$ cat config.mk
export PLATFORM = sky130hd
export DESIGN_NAME = alu_trap_unit
export DESIGN_NICKNAME = d
export VERILOG_FILES = /design/src/rtl/alu_trap_pkg.sv /design/src/rtl/alu_trap_adder.sv /design/src/rtl/alu_trap_tagchk.sv /design/src/rtl/alu_trap_cond.sv /design/src/rtl/alu_trap_unit.sv
export SDC_FILE = /design/constraint.sdc
export NUM_CORES = 1
export LEC_CHECK = 0
export CORE_MARGIN = 3
export CORE_UTILIZATION = 50
export DETAILED_ROUTE_END_ITERATION = 6
export DONT_BUFFER_PORTS = 1
export PLACE_DENSITY_LB_ADDON = 0.05
export SYNTH_ARGS = -nofsm -noshare
export SYNTH_HDL_FRONTEND = slang
export SYNTH_HIERARCHICAL = 1
export SYNTH_SLANG_ARGS = --single-unit
export TNS_END_PERCENT = 10
$ cat constraint.sdc
create_clock -name clk -period 5.2 [get_ports clk]
set_input_delay 1.04 -clock clk [delete_from_list [all_inputs] [get_ports clk]]
set_output_delay 1.04 -clock clk [all_outputs]
set_load 0.02 [all_outputs]
$ cat src/rtl/alu_trap_pkg.sv
package alu_trap_pkg;

    localparam int OPW   = 4;
    localparam int CONDW = 4;

    localparam logic [OPW-1:0] OP_ADD_S  = 4'd0;
    localparam logic [OPW-1:0] OP_ADD_U  = 4'd1;
    localparam logic [OPW-1:0] OP_SUB_S  = 4'd2;
    localparam logic [OPW-1:0] OP_SUB_U  = 4'd3;
    localparam logic [OPW-1:0] OP_ADD_T  = 4'd4;
    localparam logic [OPW-1:0] OP_SUB_T  = 4'd5;
    localparam logic [OPW-1:0] OP_ADD_V  = 4'd6;
    localparam logic [OPW-1:0] OP_SUB_V  = 4'd7;
    localparam logic [OPW-1:0] OP_AND    = 4'd8;
    localparam logic [OPW-1:0] OP_OR     = 4'd9;
    localparam logic [OPW-1:0] OP_XOR    = 4'd10;
    localparam logic [OPW-1:0] OP_BCHK   = 4'd11;

    localparam logic [CONDW-1:0] C_NEVER  = 4'd0;
    localparam logic [CONDW-1:0] C_ZERO   = 4'd1;
    localparam logic [CONDW-1:0] C_NEG    = 4'd2;
    localparam logic [CONDW-1:0] C_LE0    = 4'd3;
    localparam logic [CONDW-1:0] C_ALWAYS = 4'd4;
    localparam logic [CONDW-1:0] C_NZERO  = 4'd5;
    localparam logic [CONDW-1:0] C_GE0    = 4'd6;
    localparam logic [CONDW-1:0] C_GT0    = 4'd7;
    localparam logic [CONDW-1:0] C_OVF    = 4'd8;
    localparam logic [CONDW-1:0] C_NOVF   = 4'd9;
    localparam logic [CONDW-1:0] C_BND    = 4'd10;
    localparam logic [CONDW-1:0] C_NBND   = 4'd11;
    localparam logic [CONDW-1:0] C_TAG    = 4'd12;
    localparam logic [CONDW-1:0] C_NTAG   = 4'd13;

    typedef struct packed {
        logic ovf;
        logic bnd;
        logic tag;
    } side_flags_t;

endpackage

$ cat src/rtl/alu_trap_adder.sv
module alu_trap_adder #(
    parameter int WIDTH = 32
) (
    input  logic [WIDTH-1:0] a,
    input  logic [WIDTH-1:0] b,
    input  logic             cin,
    output logic [WIDTH-1:0] sum,
    output logic             cout
);
    localparam int EXTW = WIDTH + 1;

    logic [EXTW-1:0] wide;

    always_comb begin
        wide = {1'b0, a} + {1'b0, b} + EXTW'(cin);
        sum  = wide[WIDTH-1:0];
        cout = wide[WIDTH];
    end
endmodule

$ cat src/rtl/alu_trap_tagchk.sv
module alu_trap_tagchk #(
    parameter int WIDTH    = 32,
    parameter int TAG_BITS = 3
) (
    input  logic [WIDTH-1:0] value,
    output logic             uniform
);
    localparam int LSB = WIDTH - TAG_BITS;

    logic [TAG_BITS-1:0] top;

    always_comb begin
        top     = value[WIDTH-1:LSB];
        uniform = (&top) | ~(|top);
    end
endmodule

$ cat src/rtl/alu_trap_cond.sv
module alu_trap_cond
    import alu_trap_pkg::*;
#(
    parameter int WIDTH = 32
) (
    input  logic [CONDW-1:0] sel,
    input  logic [WIDTH-1:0] value,
    input  side_flags_t      flags,
    output logic             hit
);
    logic is_zero;
    logic is_neg;

    always_comb begin
        is_zero = (value == '0);
        is_neg  = value[WIDTH-1];
        unique case (sel)
            C_NEVER:  hit = 1'b0;
            C_ZERO:   hit = is_zero;
            C_NEG:    hit = is_neg;
            C_LE0:    hit = is_neg | is_zero;
            C_ALWAYS: hit = 1'b1;
            C_NZERO:  hit = ~is_zero;
            C_GE0:    hit = ~is_neg;
            C_GT0:    hit = ~is_neg & ~is_zero;
            C_OVF:    hit = flags.ovf;
            C_NOVF:   hit = ~flags.ovf;
            C_BND:    hit = flags.bnd;
            C_NBND:   hit = ~flags.bnd;
            C_TAG:    hit = flags.tag;
            C_NTAG:   hit = ~flags.tag;
            default:  hit = 1'b0;
        endcase
    end
endmodule

$ cat src/rtl/alu_trap_unit.sv
module alu_trap_unit
    import alu_trap_pkg::*;
#(
    parameter int WIDTH    = 32,
    parameter int TAG_BITS = 3
) (
    input  logic             clk,
    input  logic             rst,
    input  logic             in_valid,
    input  logic [WIDTH-1:0] opa,
    input  logic [WIDTH-1:0] opb,
    input  logic [3:0]       op,
    input  logic [3:0]       cond_sel,
    output logic             out_valid,
    output logic [WIDTH-1:0] result,
    output logic             trap,
    output logic             carry
);
    localparam int MSB    = WIDTH - 1;
    localparam int NCHECK = 3;

    typedef struct packed {
        logic             vld;
        logic [WIDTH-1:0] res;
        logic             trp;
        logic             cy;
    } state_t;

    state_t st_d, st_q;

    logic [WIDTH-1:0] add_b;
    logic             add_cin;
    logic [WIDTH-1:0] add_sum;
    logic             add_cout;

    logic [WIDTH-1:0] res_c;
    side_flags_t      flg_c;
    logic             cy_new_c;
    logic             cy_wr_c;
    logic             may_trap_c;
    logic             cond_hit;
    logic             trap_c;

    logic [WIDTH-1:0]  chk_in [NCHECK];
    logic [NCHECK-1:0] chk_ok;

    alu_trap_adder #(.WIDTH(WIDTH)) i_adder (
        .a    (opa),
        .b    (add_b),
        .cin  (add_cin),
        .sum  (add_sum),
        .cout (add_cout)
    );

    assign chk_in[0] = opa;
    assign chk_in[1] = opb;
    assign chk_in[2] = add_sum;

    for (genvar g = 0; g < NCHECK; g++) begin : g_tag
        alu_trap_tagchk #(.WIDTH(WIDTH), .TAG_BITS(TAG_BITS)) i_tag (
            .value   (chk_in[g]),
            .uniform (chk_ok[g])
        );
    end

    alu_trap_cond #(.WIDTH(WIDTH)) i_cond (
        .sel   (cond_sel),
        .value (res_c),
        .flags (flg_c),
        .hit   (cond_hit)
    );

    // Operand steering, result select and side flags.
    always_comb begin
        add_b      = opb;
        add_cin    = 1'b0;
        res_c      = add_sum;
        flg_c      = '0;
        cy_new_c   = 1'b0;
        cy_wr_c    = 1'b0;
        may_trap_c = 1'b1;
        unique case (op)
            OP_ADD_S: begin
                add_cin   = st_q.cy;
                flg_c.ovf = (opa[MSB] == opb[MSB]) && (add_sum[MSB] != opa[MSB]);
                cy_wr_c   = 1'b1;
            end
            OP_ADD_U: begin
                add_cin  = st_q.cy;
                cy_new_c = add_cout;
                cy_wr_c  = 1'b1;
            end
            OP_SUB_S: begin
                add_b     = ~opb;
                add_cin   = ~st_q.cy;
                flg_c.ovf = (opa[MSB] != opb[MSB]) && (add_sum[MSB] != opa[MSB]);
                cy_wr_c   = 1'b1;
            end
            OP_SUB_U: begin
                add_b    = ~opb;
                add_cin  = ~st_q.cy;
                cy_new_c = ~add_cout;
                cy_wr_c  = 1'b1;
            end
            OP_ADD_T: begin
                flg_c.tag = ~(&chk_ok);
                cy_wr_c   = 1'b1;
            end
            OP_SUB_T: begin
                add_b     = ~opb;
                add_cin   = 1'b1;
                flg_c.tag = ~(&chk_ok);
                cy_wr_c   = 1'b1;
            end
            OP_ADD_V: begin
            end
            OP_SUB_V: begin
                add_b   = ~opb;
                add_cin = 1'b1;
            end
            OP_AND: begin
                res_c      = opa & opb;
                may_trap_c = 1'b0;
            end
            OP_OR: begin
                res_c      = opa | opb;
                may_trap_c = 1'b0;
            end
            OP_XOR: begin
                res_c      = opa ^ opb;
                may_trap_c = 1'b0;
            end
            OP_BCHK: begin
                add_b     = ~opb;
                add_cin   = 1'b1;
                res_c     = opa;
                flg_c.bnd = add_cout;
            end
            default: begin
                res_c      = '0;
                may_trap_c = 1'b0;
            end
        endcase
        trap_c = may_trap_c & cond_hit;
    end

    // Next-state computation.
    always_comb begin
        st_d     = st_q;
        st_d.vld = in_valid;
        st_d.trp = 1'b0;
        if (in_valid) begin
            st_d.res = res_c;
            st_d.trp = trap_c;
            if (cy_wr_c && !trap_c) begin
                st_d.cy = cy_new_c;
            end
        end
    end

    always_ff @(posedge clk) begin
        if (rst) begin
            st_q <= '0;
        end else begin
            st_q <= st_d;
        end
    end

    assign out_valid = st_q.vld;
    assign result    = st_q.res;
    assign trap      = st_q.trp;
    assign carry     = st_q.cy;
endmodule

Word level (Yosys, flattened, before mapping)
Index checks and enable logic that the tools add are counted.
- $add $sub $neg: 2
- eq/ne operators: 27
- mux-type cells: 10
- bitwise operators: 22
- reduce and logical (&&, ||, !) cells: 23
- operators by type and width (cell ; count):
    $pmux 32 s5 ; 1
    $eq 4x4->1 const B ; 10
    $add 32x32->33 ; 1
    $add 33x1->33 ; 1
    $and 32x32->32 ; 1
    $eq 4x3->1 const B ; 8
    $logic_not 32->1 ; 1
    $mux 32 ; 1
    $not 32->32 ; 1
    $or 32x32->32 ; 1
    $xor 32x32->32 ; 1
    $eq 4x2->1 const B ; 4
    $pmux 1 s13 ; 1
    $not 1->1 ; 12
    $reduce_and 3->1 ; 4
    $reduce_or 3->1 ; 4
    $reduce_or 9->1 ; 1
    $eq 4x1->1 const B ; 2
    $reduce_or 2->1 ; 4
    $reduce_or 8->1 ; 1
    $reduce_or 6->1 ; 1
    $reduce_or 5->1 ; 1
    $logic_not 4->1 ; 1
    $mux 1 ; 4
    9 further kinds ; 17
- flip-flop bits (word level): 35
- input port bits: 75
- output and inout port bits: 35
- word-level logic and storage cells: 88

Logic depth before layout (Yosys ltp)
- word-level depth: 17
- gate-level depth with buffers: 27
- gate-level depth less buffers: 25

Modules after synthesis
Netlist, hierarchy kept.
- by module, submodules not included (module ; instances ; cells each ; area an instance (sq um) ; seq. area each (sq um)):
    alu_trap_unit ; 1 ; 520 ; 3956.3 ; 700.7
    alu_trap_adder ; 1 ; 259 ; 1854.3 ; 0.0
    alu_trap_cond ; 1 ; 25 ; 177.7 ; 0.0
    alu_trap_tagchk ; 3 ; 3 ; 15.0 ; 0.0

Least setup slack after synthesis
Ideal clock, no wire load.
- path kind: input -> register
- start: in op[3]
- end: reg st_q (netlist bit carry)
- setup time: 0.128 ns
- data arrival time: 5.530 ns
- data required time: 5.072 ns
- setup slack: -0.458 ns
- stages: 23
- path buffers: 1
- path through: inv_1 -> clkbuf_1 -> a21boi_0 -> a22oi_1 -> o21ai_0 -> fa_1 -> fa_1 -> a21oi_1 -> o32ai_1 -> o211ai_2 -> a21o_1 -> o21ai_2 -> a2111oi_0 -> a311oi_1 -> o2bb2ai_1 -> a211o_1 -> nor4_2 -> nand4_1 -> or4_1 -> nand4_1 -> nor3b_1 -> a32oi_1 -> nor2_1
- elaborated cells on any way between the ends: 54
- those cells by class: add/sub (2); eq/ne (12); mux (10); bitwise (12); reduce/logical (18)
- RTL lines (what ; RTL line ; text):
    from (decl) ; alu_trap_unit.sv:12 ; input logic [3:0] op,
    $eq 4x4->1, or another cell as far along ; alu_trap_unit.sv:82 ; unique case (op)
    $reduce_or 3->1 (no line) / $reduce_or 2->1 (equally long branches) ; - ;
    $pmux 1 s3 (*) ; alu_trap_unit.sv:82 ;
    net add_cin ; alu_trap_unit.sv:32 ; logic add_cin;
    $add 33x1->33 (*) ; alu_trap_adder.sv:15 ; wide = {1'b0, a} + {1'b0, b} + EXTW'(cin);
    net add_sum[28] ; alu_trap_unit.sv:33 ; logic [WIDTH-1:0] add_sum;
    $pmux 32 s5 (*) ; alu_trap_unit.sv:82 ;
    net res_c[28] ; alu_trap_unit.sv:36 ; logic [WIDTH-1:0] res_c;
    $logic_not 32->1 (*) ; alu_trap_cond.sv:15 ; is_zero = (value == '0);
    $not 1->1 ; alu_trap_cond.sv:23, alu_trap_cond.sv:25 ;
    $and 1x1->1 ; alu_trap_cond.sv:25 ; C_GT0: hit = ~is_neg & ~is_zero;
    $pmux 1 s13 (*) ; alu_trap_cond.sv:17 ; unique case (sel)
    net cond_hit ; alu_trap_unit.sv:41 ; logic cond_hit;
    $and 1x1->1 (*) ; alu_trap_unit.sv:144 ; trap_c = may_trap_c & cond_hit;
    $logic_not 1->1 (*) ; alu_trap_unit.sv:155 ; if (cy_wr_c && !trap_c) begin
    $logic_and 1x1->1 (*) ; alu_trap_unit.sv:155 ;
    $reduce_and 2->1 (no line) (*) ; - ;
    to (signal assigned) ; alu_trap_unit.sv:165 ; st_q <= st_d;
    to (decl) ; alu_trap_unit.sv:29 ; state_t st_d, st_q;
Mark *: on every way through the listed nets, which the timed path passes. The rest lies on a longest branch.
A chain may end at the register's enable or synchronous reset.

==> summary.txt <==
Synth
  – EDFF count, synth: 0
  – Mapped cell area: 6030 um^2
  – Largest family of logic cells by synthesized area: compound AO/OA/AOI/OAI gates
  – Largest area contributor in the netlist: ha_1
  – Xor and xnor area share after synthesis: 0.0886
  – Syn_nets: 985
  – Post-synthesis sequential area ratio: 0.116
  – Syn Inst Count: 813
  – Top_reg_cell synth: dfxtp_1
  – Synth warnings: 6
  – Synth Register Bits: 35
  – Largest cells by area after synthesis: ha_1 20%, dfxtp_1 12%, xnor2_1 6.4%
  – Complex-gate fraction of the synthesized area: 0.262
  – Mux cell area share after synthesis: 0.0182
  – Post-synthesis adder-cell area fraction: 0.204
  – Post-synthesis simple-gate area fraction: 0.223
  – Syn avg cell area: 7.42 um^2
  – Yosys top cell area share: 0.197
  – Netlist cell types: 80
  – FFs w/ async S/R, synth: 0

Critical path
  – Critical path arrival: 5.48 ns
  – Worst Path Class, Setup: in2reg
  – Reg2Reg Depth: 24
  – CP max stage delay: 0.37 ns
  – Max stage delay cell, worst path: or3_1
  – CP endpoint kind: register
  – CP max FO: 26
  – CP Launch Type: input port
  – Req. time, crit path: 5.39 ns

Place
  – Port buffer count: 0
  – HPWL after DPL: 17.1 mm
  – Final GP Congestion: 1.01

Clocking
  – Longest Clk Path Bufs: 2
  – Cts hold-fix bufs: 0
  – CTS Buf Count: 5
  – CTS tree: done
  – CTS Sinks: 35
  – Clk_lat worst skew: 0.29 ns
  – Clock Pin Slew Worst Setup and Hold Paths: 0.07 ns
  – H-tree depth: 2
  – CTS Root Cell: clkbuf_16

Floorplan
  – Boundary pin count: 110
  – Chip height: 116 um
  – Std cell rows: 39
  – Chip width: 116 um
  – Core area: 11600 um^2
  – Die area: 13400 um^2
  – Initial core utilization: 0.520

STA
  – Pins Over Slew Limit: 0
  – Worst clock skew: 0.0128 ns
  – RSZ-0062 raised after global routing: yes
  – WHS: 0.573 ns
  – Min cycle time layout: 5.29 ns
  – Fmax: 189 MHz
  – Worst Tran Pin Value: 0.764 ns
  – Setup WS post-layout: -0.0943 ns
  – Final Hold Violating Endpoints: 0
  – Final Setup Violations: 1
  – Max-slew headroom: 0.488
  – Tcrit/Tclk final: 1.02
  – Setup TNS Final: -0.0943 ns

Outcome
  – Outcome: complete, but fails checks
  – Failing checks: setup timing

Global route
  – Initial antenna violation count: 0
  – Met1 Track Usage GR: 0.433
  – Grt met3 use: 0.0543
  – Vias in the first global route: 6218
  – First-pass GRT wire length: 33.3 mm
  – Layer with the highest usage: met2
  – Overflow after GRT: 0
  – Largest net degree at the start of global routing: 53
  – Gr usage total: 0.320
  – Met2 usage: 0.515

Power
  – Leak: 3.48 nW
  – Clock power frac: 0.182
  – VDD IR max: 0.118 mV
  – Sw Ratio: 0.425
  – P_int: 0.00101 W
  – Gate power share: 0.622
  – P per Cell Area: 242 nW/um^2
  – Net Sw Power: 0.000745 W
  – Sequential share of power: 0.196

Drt
  – Drt first pass iters: 5
  – DRT iter0 DRCs: 570
  – Wirelength per Cell: 20.5 um
  – DR DRC count: 0
  – Number of antenna-violating nets in the routed design: 0
  – Total number of vias: 6388
  – Routed wire length: 21.6 mm
  – Via density: 6.04

Run
  – Max_cap viols: 0

Layout
  – Layout area overhead: 20.2%
  – Area of the multi-input gates: 4950 um^2
  – Fillers: 1076
  – Ant diodes: 0
  – Share of layout cells above drive strength 1: 0.199
  – Nets: 1085
  – FF/Latch Area: 701 um^2

Worst hold path
  – Hold Crit Class: reg2reg
  – WHS Path Cells: 2
## cells in the final DEF (no fill, tap or decap), types with 4 or more instances in the layout
master and count:
a2111oi_1 5, a211o_1 8, a211oi_1 7, a21o_1 12, a21oi_1 46, a221oi_1 5
a22oi_1 10, a311oi_1 17, and2_0 5, and2_1 6, and3_1 7, buf_4 132
clkbuf_16 5, dfxtp_1 35, ha_1 95, inv_1 73, mux2i_1 11, nand2_1 76
nand3_1 17, nand4_1 11, nor2_1 92, nor2b_1 8, nor3_1 7, nor4_1 4
o211ai_1 10, o21a_1 18, o21ai_0 16, o21ai_1 12, o21bai_1 4, o2bb2ai_1 11
o31ai_1 4, or3_1 8, xnor2_1 43, xor2_1 17
## through the flow
stage	utilization	total power [W]	instances	worst slack [ns]	area (um^2)
after global routing	0.625	0.00187	1057	-0.302	7250
final	0.625	0.00175	1057	-0.0943	7250
after detailed placement	0.596	0.00137	1042	-0.457	6930
after CTS	0.619	0.00172	1057	-0.0377	7190
after floorplan	-	0.000978	813	-0.195	6060
after global placement	0.596	0.00136	1042	-0.361	6930
## repair_timing
item,in CTS,in global routing
resized for setup,14,11
pin swaps,28,8
setup buffers,7,0
gates cloned,0,0
endpoints found under the setup margin,2,2
## state kept, by name (all words and copies together), names as in the netlist
name and cells:
result 32, carry 1, out_valid 1, trap 1
## path summary, 6_finish.rpt
path | endpoint | start | slack [ns]
setup / recovery | carry | op[3] | -0.09
hold / removal | result[3] | result[3] | 0.57
setup reg to reg | carry | carry | 0.35
hold reg to reg | result[3] | result[3] | 0.57
## power by group through the flow
stage          logic, W  clock network [W]  registers (W)
2_1_floorplan  0.000635                  0       0.000343
3_3_place_gp    0.00101                  0       0.000350
3_5_place_dp    0.00102                  0       0.000350
4_1_cts         0.00106           0.000321       0.000344
5_1_grt         0.00119           0.000336       0.000347
6_report        0.00109           0.000318       0.000343
## cells in the mapped netlist (all sizes together), types with 12 or more instances
master,count
buf,24
o21ai,29
ha,95
dfxtp,35
o21a,18
nand2,80
nor2,93
xnor2,44
nand4,12
a21o,13
inv,73
a311oi,19
nand3,17
clkbuf,16
a21oi,49
xor2,17
## worst max-delay path: cells and delay by family
kind	cells	cell delay [ns]
buf+inv	3	0.57
simple gates	10	1.51
compound gates	9	1.64
xor+xnor	3	0.43
fa+ha+maj	1	0.26
## cells by family after synthesis
group / after synthesis
simple gates: 275
compound gates: 220
buf+inv: 114
fa+ha+maj: 97
xor+xnor: 61
flops: 35
mux: 11
## final cells by class
| cell class | instances | share of cell area |
|---|---|---|
| Multi-Input combinational cell | 664 | 0.682 |
| Sequential cell | 35 | 0.0966 |
| Clock inverter | 3 | 0.00276 |
| Inverter | 74 | 0.0383 |
| Timing Repair Buffer | 133 | 0.138 |
| Tap cell | 143 | 0.0247 |
| Clock buffer | 5 | 0.0172 |
## metal layers
metal / part of all wire / vias up
met5: 0 / -
met3: 0.082 / 40
met4: 0.031 / 0
met1: 0.43 / 3001
li1: - / 3081
met2: 0.45 / 266
Power figures use the tool's default switching activity.
